--- config.mk ---
export PLATFORM = sky130hd
export DESIGN_NAME = spi_hold_ctrl
export DESIGN_NICKNAME = d
export VERILOG_FILES = /design/src/rtl/spi_hold_pkg.sv /design/src/rtl/pin_sync.sv /design/src/rtl/sck_edge_det.sv /design/src/rtl/hold_fsm.sv /design/src/rtl/spi_hold_ctrl.sv
export SDC_FILE = /design/constraint.sdc
export NUM_CORES = 1
export LEC_CHECK = 0
export BUFFER_PORTS_ARGS = -buffer_cell sky130_fd_sc_hd__buf_4
export CORE_AREA = 2 2 39 41
export CTS_CLUSTER_DIAMETER = 100
export DETAILED_ROUTE_END_ITERATION = 7
export DIE_AREA = 0 0 41 43
export HOLD_SLACK_MARGIN = 0.1
export PLACE_DENSITY = 0.6
export SYNTH_ARGS = -nofsm -noshare
export SYNTH_HDL_FRONTEND = slang
export SYNTH_HIERARCHICAL = 1
export SYNTH_SLANG_ARGS = --single-unit
--- constraint.sdc ---
create_clock -name clk -period 2.85 [get_ports clk]
set_clock_uncertainty 0.2 [all_clocks]
set_input_delay 0.285 -clock clk [delete_from_list [all_inputs] [get_ports clk]]
set_output_delay 0.285 -clock clk [all_outputs]
set_load 0.01 [all_outputs]
--- src/rtl/spi_hold_pkg.sv ---
package spi_hold_pkg;
    typedef enum logic [2:0] {
        ST_IDLE       = 3'd0,
        ST_RUN        = 3'd1,
        ST_ENTER_WAIT = 3'd2,
        ST_PAUSED     = 3'd3,
        ST_LEAVE_WAIT = 3'd4,
        ST_KILL       = 3'd5
    } hold_state_t;
endpackage

--- src/rtl/pin_sync.sv ---
module pin_sync #(
    parameter int STAGES = 2,
    parameter int WIDTH  = 3,
    parameter logic [WIDTH-1:0] RST_VAL = '0
) (
    input  logic             clk,
    input  logic             rst_n,
    input  logic [WIDTH-1:0] d,
    output logic [WIDTH-1:0] q
);
    logic [WIDTH-1:0] chain [STAGES];

    always_ff @(posedge clk or negedge rst_n) begin
        if (!rst_n) chain[0] <= RST_VAL;
        else        chain[0] <= d;
    end

    for (genvar i = 1; i < STAGES; i++) begin : g_stage
        always_ff @(posedge clk or negedge rst_n) begin
            if (!rst_n) chain[i] <= RST_VAL;
            else        chain[i] <= chain[i-1];
        end
    end

    assign q = chain[STAGES-1];
endmodule

--- src/rtl/sck_edge_det.sv ---
module sck_edge_det (
    input  logic clk,
    input  logic rst_n,
    input  logic sck_s,
    output logic rise,
    output logic fall
);
    logic sck_d;

    always_ff @(posedge clk or negedge rst_n) begin
        if (!rst_n) sck_d <= 1'b0;
        else        sck_d <= sck_s;
    end

    assign rise = sck_s & ~sck_d;
    assign fall = ~sck_s & sck_d;
endmodule

--- src/rtl/hold_fsm.sv ---
module hold_fsm
    import spi_hold_pkg::*;
(
    input  logic clk,
    input  logic rst_n,
    input  logic cs_n_s,
    input  logic sck_s,
    input  logic hold_n_s,
    input  logic rise,
    input  logic fall,
    output logic frozen,
    output logic so_en,
    output logic slave_rst,
    output logic rise_en,
    output logic fall_en
);
    hold_state_t state, nxt;

    always_comb begin
        nxt = state;
        unique case (state)
            ST_IDLE:
                if (!cs_n_s && hold_n_s) nxt = ST_RUN;
            ST_RUN:
                if (cs_n_s)        nxt = ST_IDLE;
                else if (!hold_n_s) nxt = sck_s ? ST_ENTER_WAIT : ST_PAUSED;
            ST_ENTER_WAIT:
                if (cs_n_s)        nxt = ST_IDLE;
                else if (hold_n_s) nxt = ST_RUN;
                else if (!sck_s)   nxt = ST_PAUSED;
            ST_PAUSED:
                if (cs_n_s)        nxt = ST_KILL;
                else if (hold_n_s) nxt = sck_s ? ST_LEAVE_WAIT : ST_RUN;
            ST_LEAVE_WAIT:
                if (cs_n_s)         nxt = ST_KILL;
                else if (!hold_n_s) nxt = ST_PAUSED;
                else if (!sck_s)    nxt = ST_RUN;
            ST_KILL:
                nxt = ST_IDLE;
            default:
                nxt = ST_IDLE;
        endcase
    end

    always_ff @(posedge clk or negedge rst_n) begin
        if (!rst_n) state <= ST_IDLE;
        else        state <= nxt;
    end

    logic passing;
    always_comb begin
        frozen    = 1'b0;
        so_en     = 1'b0;
        slave_rst = 1'b0;
        passing   = 1'b0;
        unique case (state)
            ST_IDLE:       ;
            ST_RUN:        begin so_en = 1'b1; passing = 1'b1; end
            ST_ENTER_WAIT: begin so_en = 1'b1; passing = 1'b1; end
            ST_PAUSED:     frozen = 1'b1;
            ST_LEAVE_WAIT: frozen = 1'b1;
            ST_KILL:       slave_rst = 1'b1;
            default:       ;
        endcase
        rise_en = rise & passing;
        fall_en = fall & passing;
    end

    a_r1_frozen_needs_select: assert property (@(posedge clk) disable iff (!rst_n)
        frozen |-> !$past(cs_n_s));
    a_r3_enter_on_sck_low: assert property (@(posedge clk) disable iff (!rst_n)
        $rose(frozen) |-> !$past(sck_s));
    a_r4_leave_on_sck_low: assert property (@(posedge clk) disable iff (!rst_n)
        $fell(frozen) |-> (!$past(sck_s) || slave_rst));
    a_r5_quiet_while_frozen: assert property (@(posedge clk) disable iff (!rst_n)
        frozen |-> (!so_en && !rise_en && !fall_en));
    a_r6_single_reset_pulse: assert property (@(posedge clk) disable iff (!rst_n)
        slave_rst |=> (!slave_rst && !frozen));
endmodule

--- src/rtl/spi_hold_ctrl.sv ---
module spi_hold_ctrl #(
    parameter int SYNC_STAGES = 2
) (
    input  logic clk,
    input  logic rst_n,
    input  logic cs_n_pin,
    input  logic sck_pin,
    input  logic hold_n_pin,
    output logic frozen,
    output logic so_en,
    output logic slave_rst,
    output logic sck_rise_en,
    output logic sck_fall_en
);
    localparam int PINS = 3;
    localparam logic [PINS-1:0] PIN_IDLE = 3'b101;

    logic [PINS-1:0] pins_s;
    logic rise, fall;

    pin_sync #(.STAGES(SYNC_STAGES), .WIDTH(PINS), .RST_VAL(PIN_IDLE)) u_sync (
        .clk  (clk),
        .rst_n(rst_n),
        .d    ({cs_n_pin, sck_pin, hold_n_pin}),
        .q    (pins_s)
    );

    sck_edge_det u_edge (
        .clk  (clk),
        .rst_n(rst_n),
        .sck_s(pins_s[1]),
        .rise (rise),
        .fall (fall)
    );

    hold_fsm u_fsm (
        .clk      (clk),
        .rst_n    (rst_n),
        .cs_n_s   (pins_s[2]),
        .sck_s    (pins_s[1]),
        .hold_n_s (pins_s[0]),
        .rise     (rise),
        .fall     (fall),
        .frozen   (frozen),
        .so_en    (so_en),
        .slave_rst(slave_rst),
        .rise_en  (sck_rise_en),
        .fall_en  (sck_fall_en)
    );
endmodule

==> impl_metrics.csv <==
group,metric,value,unit
cts,cts_inserted_buffers,3,
setup_path,critPathTopFamily,"flip-flops",
sta,finalHoldViolations,0,
cts,clk_transition_reported_paths,70,ps
yosys,ys_seq_elements,10,
global_route,grt_max_degree,11,
yosys,yosysTopAreaCellShare,0.353,
yosys,synth_seq_area_share,0.600,
setup_path,timing.critical_path.to_type,"primary output",
min_path,hold_path_class,"flip-flop to flip-flop",
status,status,"finished clean",
yosys,mappedNetlistArea,425,um^2
routing,routed_via_density,4.61,
yosys,number_of_standard_cells_after_synthesis,37,
yosys,synth.most_common_cell,"sky130_fd_sc_hd__dfrtp_1",
yosys,synth_warnings,6,
yosys,synth_area_leaders,"sky130_fd_sc_hd__dfrtp_1 35%, sky130_fd_sc_hd__dfstp_2 25%, sky130_fd_sc_hd__buf_4 5.3%, sky130_fd_sc_hd__a21o_1 3.5%, sky130_fd_sc_hd__and2_1 2.9%",
yosys,synth_flop_cell,"sky130_fd_sc_hd__dfrtp_1",
floorplanning,core_area,1380,um^2
sta,max_slew_margin,0.841,
pwr,power-per-cell-area,586,nW/um^2
sta,fmax,579,MHz
setup_path,critPathMaxStageDelay,430,ps
floorplanning,rows,14,
sta,timing.setup.tns,0,ps
sta,timing_worst_slew_pin_value,238,ps
global_route,grt_pass1_vias,286,
sta,grt_setup_unrepaired,"no",
floorplanning,floorplan.die_area,1760,um^2
yosys,synth.avg_cell_area,11.5,um^2
global_route,grt_pass1_wl,1060,um
yosys,yosys.area.top_type,"sky130_fd_sc_hd__dfrtp_1",
sta,finalCritPeriodShare,0.606,
routing,detailroute.via_count,304,
finish,finalNetCount,56,
sta,report.final.slew_viol_count,0,
setup_path,crit_path_start_kind,"flip-flop",
routing,detail_route.drc_violations,0,
cts,ctsLongestPathBuffers,2,
cts,cts_tree,"done",
yosys,most_frequent_cells_after_synthesis,"6 x sky130_fd_sc_hd__dfrtp_1, 4 x sky130_fd_sc_hd__dfstp_2, 3 x sky130_fd_sc_hd__buf_4, 3 x sky130_fd_sc_hd__nand2_1, 3 x sky130_fd_sc_hd__nor2_1",
run,maxCapViolCount,0,
pwr,max-vdd-ir-drop,0.329,mV
routing,routed_wirelength,637,um
routing,avgRoutedWirePerCell,9.65,um
placement,place_hpwl,417,um
setup_path,worstPathBufferInverterCount,1,
setup_path,worst-r2r-setup-slack,1380,ps
global_route,antenna_violations_before_repair,0,
yosys,synth.distinct_cells,20,
setup_path,reg_to_reg_critical_path_startpoint,"u_sync/q[0]",
placement,gp_routability_congestion,0.726,
finish,post_route_standard_cell_area_excluding_fillers,562,um^2
cts,cts.repair_timing.setup_buffer_count,0,
setup_path,arrival,1240,ps
routing,detail_route.iter0.violations,10,
pwr,power.leakage,0.000277,uW
setup_path,critical_path_depth,4,
finish,area_growth,32.1,%
global_route,total_overflow_reported_by_the_global_router,0,
routing,1st_pass_router_iterations,4,
finish,drive_gt1_frac,0.360,
yosys,number_of_enable_type_register_cells_in_the_synthesized_netlist,0,
cts,tritoncts_num_sinks,10,
cts,worstSkewPairLatency,260,ps
setup_path,crit-reg2reg-capture,"u_fsm/state[0]",
global_route,groute.usage.overall,0.0989,
yosys,synth-async-reset-ratio,1.00,
min_path,min-delay-start,"u_sync/chain[4]",
setup_path,critical_path.slowest_cell,"sky130_fd_sc_hd__dfrtp_1",
placement,cell_area_after_placement,485,um^2
floorplanning,initial_core_util,0.307,
floorplanning,die_width,41,um
sta,fin_crit,1730,ps
floorplanning,dieHeight,43,um
floorplanning,io-pin-count,10,
sta,report.final.setup_viol,0,
yosys,synthesized_nets,42,
setup_path,worstSetupPathType,"flip-flop to primary output",
pwr,totalPowerFinal,329,uW
cts,cts-htree-levels,1,
setup_path,reg2regPathDepth,4,
setup_path,first_element_of_the_critical_path,"u_fsm/state[0]",
finish,insertedDiodeCount,0,
sta,hold-worst-slack,153,ps
setup_path,worstPathRequired,2370,ps
setup_path,largest_fanout_of_any_net_on_the_critical_path,5,
setup_path,crit_path_end,"frozen",
placement,port_buffers,9,
setup_path,critical_path.cell_chain,"nor2_1, nand2_1, o21ai_1, buf_4",
routing,final_antenna_net_count,0,
cts,clock-root-buffer,"sky130_fd_sc_hd__clkbuf_4",
## metrics by stage
stage               instances  utilization  worst slack, ps
floorplan                  37            -             1350
global placement           58        0.351             1390
detailed placement         58        0.351             1380
CTS                        66        0.406             1100
global route               66        0.406             1030
finish                     66        0.406             1120
## area by class of cell
class | count | area [um^2]
fillers | 143 | 822
flip-flops and latches | 10 | 255
multi-input cells | 21 | 135
repair buffers | 13 | 108
clock buffers | 4 | 36.3
well taps | 16 | 20.0
inverters | 2 | 7.51
## timing repair
| action | 4_1_cts | 5_1_grt |
|---|---|---|
| hold buffers | 4 | 0 |
| resized for setup | 0 | 0 |
| endpoints found under the hold margin | 13 | 0 |
## sequential cells by signal, summed over array words and instances, names as in the netlist
signal	flops
u_edge/sck_d	1
u_sync/chain	3
u_fsm/state	3
u_sync/q	3
## layer usage
| layer | track usage | share of wire | vias up |
|---|---|---|---|
| li1 | - | - | 145 |
| met1 | 0.0878 | 0.39 | 141 |
| met2 | 0.147 | 0.50 | 16 |
| met3 | 0.0785 | 0.096 | 2 |
| met4 | 0.0600 | 0.016 | 0 |
| met5 | 0 | 0 | - |
## power breakdown
part / switching (uW) / internal, uW / total, uW
combinational: 18.0 / 24.7 / 42.7
sequential: 8.32 / 153 / 161
clock: 48.3 / 77.4 / 126
## how the worst min path moves through the flow
| stage | endpoint | slack (ps) | cells after the start |
|---|---|---|---|
| final | u_sync/q[1] | 150 | 0 |
| after global routing | u_sync/q[0] | 160 | 0 |
| after CTS | u_sync/q[0] | 160 | 0 |
| after detailed placement | u_fsm/state[2] | -80 | 1 |
| after global placement | u_fsm/state[2] | -80 | 1 |
| after floorplan | u_edge/sck_d | -210 | 0 |
## cell families after synthesis
family / share of synthesized area
flops: 0.600
compound gates: 0.106
xor+xnor: 0.0412
simple gates: 0.171
buf+inv: 0.0823
## worst reg2reg max path, delay by kind of cell, from the launching register on
family	cells	cell delay, ps
compound gates	3	610
flops	1	540
buf+inv	1	50
## placed cells by master, fill, tap and decap left out, types with 2 or more instances in the layout
| master | count |
|---|---|
| sky130_fd_sc_hd__buf_4 | 9 |
| sky130_fd_sc_hd__dfrtp_1 | 6 |
| sky130_fd_sc_hd__dlygate4sd3_1 | 4 |
| sky130_fd_sc_hd__dfstp_2 | 4 |
| sky130_fd_sc_hd__clkbuf_4 | 3 |
| sky130_fd_sc_hd__nand2_1 | 3 |
| sky130_fd_sc_hd__nor2_1 | 3 |
| sky130_fd_sc_hd__and2_1 | 2 |
| sky130_fd_sc_hd__inv_1 | 2 |
| sky130_fd_sc_hd__a21o_1 | 2 |
Power figures use the tool's default switching activity.
